==> config.mk <==
export PLATFORM = sky130hd
export DESIGN_NAME = tile_plotter
export DESIGN_NICKNAME = d
export VERILOG_FILES = /design/src/rtl/tile_plot_pkg.sv /design/src/rtl/tile_plot_color.sv /design/src/rtl/tile_plot_addr.sv /design/src/rtl/tile_plot_merge.sv /design/src/rtl/tile_plotter.sv
export SDC_FILE = /design/constraint.sdc
export NUM_CORES = 1
export LEC_CHECK = 0
export BUFFER_PORTS_ARGS = -buffer_cell sky130_fd_sc_hd__buf_2
export CORE_UTILIZATION = 37
export CTS_CLUSTER_DIAMETER = 60
export CTS_CLUSTER_SIZE = 12
export DETAILED_ROUTE_END_ITERATION = 6
export GPL_ROUTABILITY_DRIVEN = 1
export GPL_TIMING_DRIVEN = 1
export MAX_ROUTING_LAYER = met4
export SLEW_MARGIN = 10
export SYNTH_ARGS = -nofsm -noshare
export SYNTH_HDL_FRONTEND = slang
export SYNTH_SLANG_ARGS = --single-unit
==> constraint.sdc <==
create_clock -name clk_i -period 6.4 [get_ports clk_i]
set_input_delay 0.32 -clock clk_i [delete_from_list [all_inputs] [get_ports clk_i]]
set_output_delay 0.32 -clock clk_i [all_outputs]
set_load 0.05 [all_outputs]
==> src/rtl/tile_plot_pkg.sv <==
package tile_plot_pkg;
  localparam int MAX_PLANES = 8;
  localparam int PLANE_W    = 3;

  typedef enum logic [1:0] {
    BPP2 = 2'd0,
    BPP4 = 2'd1,
    BPP8 = 2'd2
  } bpp_e;

  typedef enum logic [1:0] {
    ST_IDLE,
    ST_RD,
    ST_WR,
    ST_DONE
  } plot_st_e;

  function automatic bpp_e norm_bpp(logic [1:0] code);
    return (code == 2'd3) ? BPP8 : bpp_e'(code);
  endfunction

  function automatic logic [PLANE_W-1:0] last_plane(bpp_e d);
    case (d)
      BPP2:    return 3'd1;
      BPP4:    return 3'd3;
      default: return 3'd7;
    endcase
  endfunction
endpackage

==> src/rtl/tile_plot_color.sv <==
module tile_plot_color (
  input  logic [7:0] color_i,
  input  logic       dither_en_i,
  input  logic       parity_i,
  input  logic       keep_zero_i,
  input  logic       full_byte_i,
  output logic [7:0] color_o,
  output logic       skip_o
);
  always_comb begin
    color_o = (dither_en_i && parity_i) ? {4'h0, color_i[7:4]} : color_i;
    if (keep_zero_i)      skip_o = 1'b0;
    else if (full_byte_i) skip_o = (color_o == 8'h00);
    else                  skip_o = (color_o[3:0] == 4'h0);
  end
endmodule

==> src/rtl/tile_plot_addr.sv <==
module tile_plot_addr
  import tile_plot_pkg::*;
#(
  parameter int ADDR_W        = 16,
  parameter int COORD_W       = 8,
  parameter int TILES_PER_ROW = 32
) (
  input  logic [COORD_W-1:0] x_i,
  input  logic [COORD_W-1:0] y_i,
  input  bpp_e               bpp_i,
  input  logic [PLANE_W-1:0] plane_i,
  output logic [ADDR_W-1:0]  addr_o
);
  logic [ADDR_W-1:0] off_tbl [MAX_PLANES];
  logic [ADDR_W-1:0] tile_idx;
  logic [ADDR_W-1:0] base;

  // plane pairs share a 16-byte block, odd plane is the next byte
  for (genvar g = 0; g < MAX_PLANES; g++) begin : g_off
    assign off_tbl[g] = ADDR_W'((g / 2) * 16 + (g % 2));
  end

  always_comb begin
    tile_idx = ADDR_W'(y_i[COORD_W-1:3]) * ADDR_W'(TILES_PER_ROW)
             + ADDR_W'(x_i[COORD_W-1:3]);
    case (bpp_i)
      BPP2:    base = tile_idx << 4;
      BPP4:    base = tile_idx << 5;
      default: base = tile_idx << 6;
    endcase
    addr_o = base + ADDR_W'({y_i[2:0], 1'b0}) + off_tbl[plane_i];
  end
endmodule

==> src/rtl/tile_plot_merge.sv <==
module tile_plot_merge (
  input  logic [7:0] rdata_i,
  input  logic [2:0] col_i,
  input  logic       bit_i,
  output logic [7:0] wdata_o
);
  // leftmost pixel is bit 7
  for (genvar b = 0; b < 8; b++) begin : g_bit
    assign wdata_o[b] = (col_i == 3'(7 - b)) ? bit_i : rdata_i[b];
  end
endmodule

==> src/rtl/tile_plotter.sv <==
module tile_plotter
  import tile_plot_pkg::*;
#(
  parameter int ADDR_W        = 16,
  parameter int COORD_W       = 8,
  parameter int TILES_PER_ROW = 32,
  parameter int SCREEN_LINES  = 192,
  parameter int LINES_W       = 9
) (
  input  logic               clk_i,
  input  logic               rst_ni,
  input  logic               x_wr_i,
  input  logic [COORD_W-1:0] x_wdata_i,
  input  logic [COORD_W-1:0] y_i,
  input  logic [7:0]         color_i,
  input  logic [7:0]         option_i,
  input  logic [1:0]         bpp_i,
  input  logic               start_i,
  output logic [COORD_W-1:0] x_o,
  output logic               busy_o,
  output logic               done_o,
  output logic [LINES_W-1:0] lines_o,
  output logic [ADDR_W-1:0]  mem_addr_o,
  output logic               mem_re_o,
  output logic               mem_we_o,
  output logic [7:0]         mem_wdata_o,
  input  logic [7:0]         mem_rdata_i
);
  localparam int OPT_KEEP   = 0;
  localparam int OPT_DITHER = 1;
  localparam int OPT_SPRITE = 4;

  plot_st_e           state_q;
  logic [COORD_W-1:0] x_q, y_q;
  logic [7:0]         col_q;
  bpp_e               bpp_q, bpp_in;
  logic [PLANE_W-1:0] plane_q;
  logic [7:0]         col_sel;
  logic               skip;
  logic               launch;

  assign bpp_in = norm_bpp(bpp_i);
  assign launch = (state_q == ST_IDLE) && start_i;

  tile_plot_color u_color (
    .color_i     (color_i),
    .dither_en_i (option_i[OPT_DITHER]),
    .parity_i    (x_q[0] ^ y_i[0]),
    .keep_zero_i (option_i[OPT_KEEP]),
    .full_byte_i (option_i[OPT_SPRITE] && (bpp_in == BPP8)),
    .color_o     (col_sel),
    .skip_o      (skip)
  );

  tile_plot_addr #(
    .ADDR_W        (ADDR_W),
    .COORD_W       (COORD_W),
    .TILES_PER_ROW (TILES_PER_ROW)
  ) u_addr (
    .x_i     (x_q),
    .y_i     (y_q),
    .bpp_i   (bpp_q),
    .plane_i (plane_q),
    .addr_o  (mem_addr_o)
  );

  tile_plot_merge u_merge (
    .rdata_i (mem_rdata_i),
    .col_i   (x_q[2:0]),
    .bit_i   (col_q[plane_q]),
    .wdata_o (mem_wdata_o)
  );

  always_ff @(posedge clk_i or negedge rst_ni) begin
    if (!rst_ni) begin
      state_q <= ST_IDLE;
      x_q     <= '0;
      y_q     <= '0;
      col_q   <= '0;
      bpp_q   <= BPP2;
      plane_q <= '0;
    end else begin
      case (state_q)
        ST_IDLE: begin
          if (launch) begin
            y_q     <= y_i;
            col_q   <= col_sel;
            bpp_q   <= bpp_in;
            plane_q <= '0;
            state_q <= skip ? ST_DONE : ST_RD;
          end else if (x_wr_i) begin
            x_q <= x_wdata_i;
          end
        end
        ST_RD: state_q <= ST_WR;
        ST_WR: begin
          if (plane_q == last_plane(bpp_q)) begin
            state_q <= ST_DONE;
          end else begin
            plane_q <= plane_q + 1'b1;
            state_q <= ST_RD;
          end
        end
        default: begin
          x_q     <= x_q + 1'b1;
          state_q <= ST_IDLE;
        end
      endcase
    end
  end

  assign x_o      = x_q;
  assign busy_o   = (state_q != ST_IDLE);
  assign done_o   = (state_q == ST_DONE);
  assign mem_re_o = (state_q == ST_RD);
  assign mem_we_o = (state_q == ST_WR);
  assign lines_o  = option_i[OPT_SPRITE] ? LINES_W'(256) : LINES_W'(SCREEN_LINES);
endmodule

==> impl_metrics.tcl <==
set metrics [dict create \
    endpoint_kind "output pin" \
    grt_pass1_wl_mm 9.777 \
    period_share 0.5257 \
    wl_per_cell_um 12.96 \
    die_w_um 86.01 \
    grt_pass1_vias 2093 \
    tns_ns 0 \
    fmax_mhz 297.2 \
    relSlewSlack 0.4244 \
    yosysMostFrequentCell "nand2_1" \
    cts_made_buffers 5 \
    synthCells 291 \
    status "completed" \
    port_buffers 79 \
    cts.sinks 31 \
    cp.required_ns 6.08 \
    hold_viol_final 0 \
    maxCapViolCount 0 \
    wl_mm 5.791 \
    drive_gt1_frac 0.3105 \
    rows 30 \
    tightest_slew_ns 0.8614 \
    final.setup_skew_ns 0.004816 \
    vias 2216 \
    finalWeightedCongestion 0.7716 \
    ys_seq_area_frac 0.2971 \
    initial_core_util 0.3843 \
    cts_hold_buf 0 \
    postRouteAntennaNets 0 \
    synth-edff-count 0 \
    post_cts_resized 0 \
    grt_usage 0.1707 \
    syn_to_final_growth_pct 14.37 \
    viasPerCell 4.957 \
    period_minus_slack_ns 3.364 \
    holdCritPathClass "input port to async pin" \
    clkLatencyLatePin_ns 0.28 \
    setup_ws_ns 3.036 \
    place_hpwl_mm 4.378 \
    synth_top_cell_area_share 0.2971 \
    async_flop_share 1.000 \
    clk_pin_slew_ns 0.06 \
    htree_levels 2 \
    whs_ns 0.08718 \
    pre_cts_ws_ns 3.307 \
    drtPass1Iterations 4 \
    grt_overflow 0 \
    tritoncts "done" \
    grt_setup_unrepaired "false" \
    crit_fanout 16 \
    cp_data_arrival_time_ns 3.04 \
    crit_path_start_kind "flip-flop" \
    synth.distinct_cells 51 \
    antenna_found_initial 0 \
    fill_cells 714 \
    ios 91 \
    core_area_sq_mm 0.006794 \
    cts.path.max_buffers 2 \
    cts-root-buf "clkbuf_8" \
    setup_viol 0 \
    die_y_um 86.01 \
    syn-cell-area_sq_mm 0.002611 \
    ys.flop_type "dfrtp_1" \
    synth-seq-cells 31 \
    drc 0 \
    drtIter0Drc 82 \
    post_synth.cell_area_avg_sq_um 8.973 \
    synthTopCellsByArea "dfrtp_1 30%, mux2i_1 6.5%, ha_1 6.2%, nand2_1 5.2%, o21ai_0 5.2%" \
    yosysWarnings 0 \
    dieArea_sq_mm 0.007398 \
    postCtsSetupBuffers 0 \
    diodes 0 \
    synth_common_cells "36 x nand2_1, 31 x dfrtp_1, 27 x o21ai_0, 17 x buf_4, 17 x mux2i_1" \
    grt_max_degree 32 \
    slew_viol_final 0 \
    yosys.area.top_type "dfrtp_1" \
    critPathKind "flip-flop to output pin" \
    num-nets-final 410 \
]
sequential cells by signal, summed over array words and instances, names as in the netlist:
signal and count:
col_q 8, bpp_q 2, x_o 8, state_q 2
y_q 8, plane_q 3
cell usage in the layout, fill, tap and decap left out, types with 10 or more instances in the layout:
master / n
mux2i_1: 17
nor2_1: 16
nand3_1: 10
o21ai_0: 27
a31oi_1: 10
nand2_1: 36
ha_1: 13
buf_2: 79
a21oi_1: 15
mux2_2: 12
dfrtp_1: 31
metrics by stage:
| stage | utilization | std cells | area [sq um] |
|---|---|---|---|
| floorplan | - | 296 | 2630 |
| global placement | 0.4276 | 439 | 2905 |
| detailed placement | 0.4276 | 439 | 2905 |
| CTS | 0.4396 | 447 | 2987 |
| global route | 0.4396 | 447 | 2987 |
| finish | 0.4396 | 447 | 2987 |
kinds of logic after synthesis:
logic type,after synthesis,synth area share
AND/OR/NAND/NOR,84,0.1572
AO/OA/AOI/OAI,73,0.1744
buffers and inverters,41,0.1064
multiplexers,34,0.1500
flip-flops,31,0.2971
adder cells (fa/ha/maj),14,0.06996
XOR/XNOR,13,0.04360
other,1,0.001436
layer usage:
metal,up-vias,global-route usage,part of all wire
li1,1129,-,-
met1,1044,0.2102,0.47
met2,38,0.2886,0.48
met3,5,0.03176,0.033
met4,0,0.04242,0.0085
met5,-,-,0
cell type report:
cell class,count,area [sq um],share of cell area
clock inverters,1,5.005,0.001676
repair buffers,80,402.9,0.1349
flip-flops and latches,31,775.7,0.2597
multi-input cells,224,1577,0.5279
well taps,96,120.1,0.04022
clock buffers,7,76.32,0.02556
inverters,8,30.03,0.01005
worst max-delay path, stage by stage (launching register included):
cell	delay [ns]
dfrtp_1	0.86
mux2i_1	0.16
nor2_1	0.20
fa_1	0.37
nand3b_4	0.12
o32ai_4	0.32
nand3_2	0.15
nor3_2	0.19
xnor2_1	0.13
buf_2	0.28
worst paths after layout:
check / from / to / slack [ns] / cells after the start
worst min-delay path: rst_ni / y_q[6] / 0.09 / 1
worst min register to register: col_q[1] / col_q[1] / 0.49 / 2
max in group asynchronous: rst_ni / col_q[0] / 5.87 / 1
min in group clk_i: y_i[1] / y_q[1] / 0.28 / 2
worst max-delay path: bpp_q[0] / mem_addr_o[14] / 3.04 / 9
worst max register to register: bpp_q[0] / plane_q[2] / 4.45 / 5
Power is not shown: default switching activity piles up to over one toggle a cycle in this logic, so the estimate is an artifact.
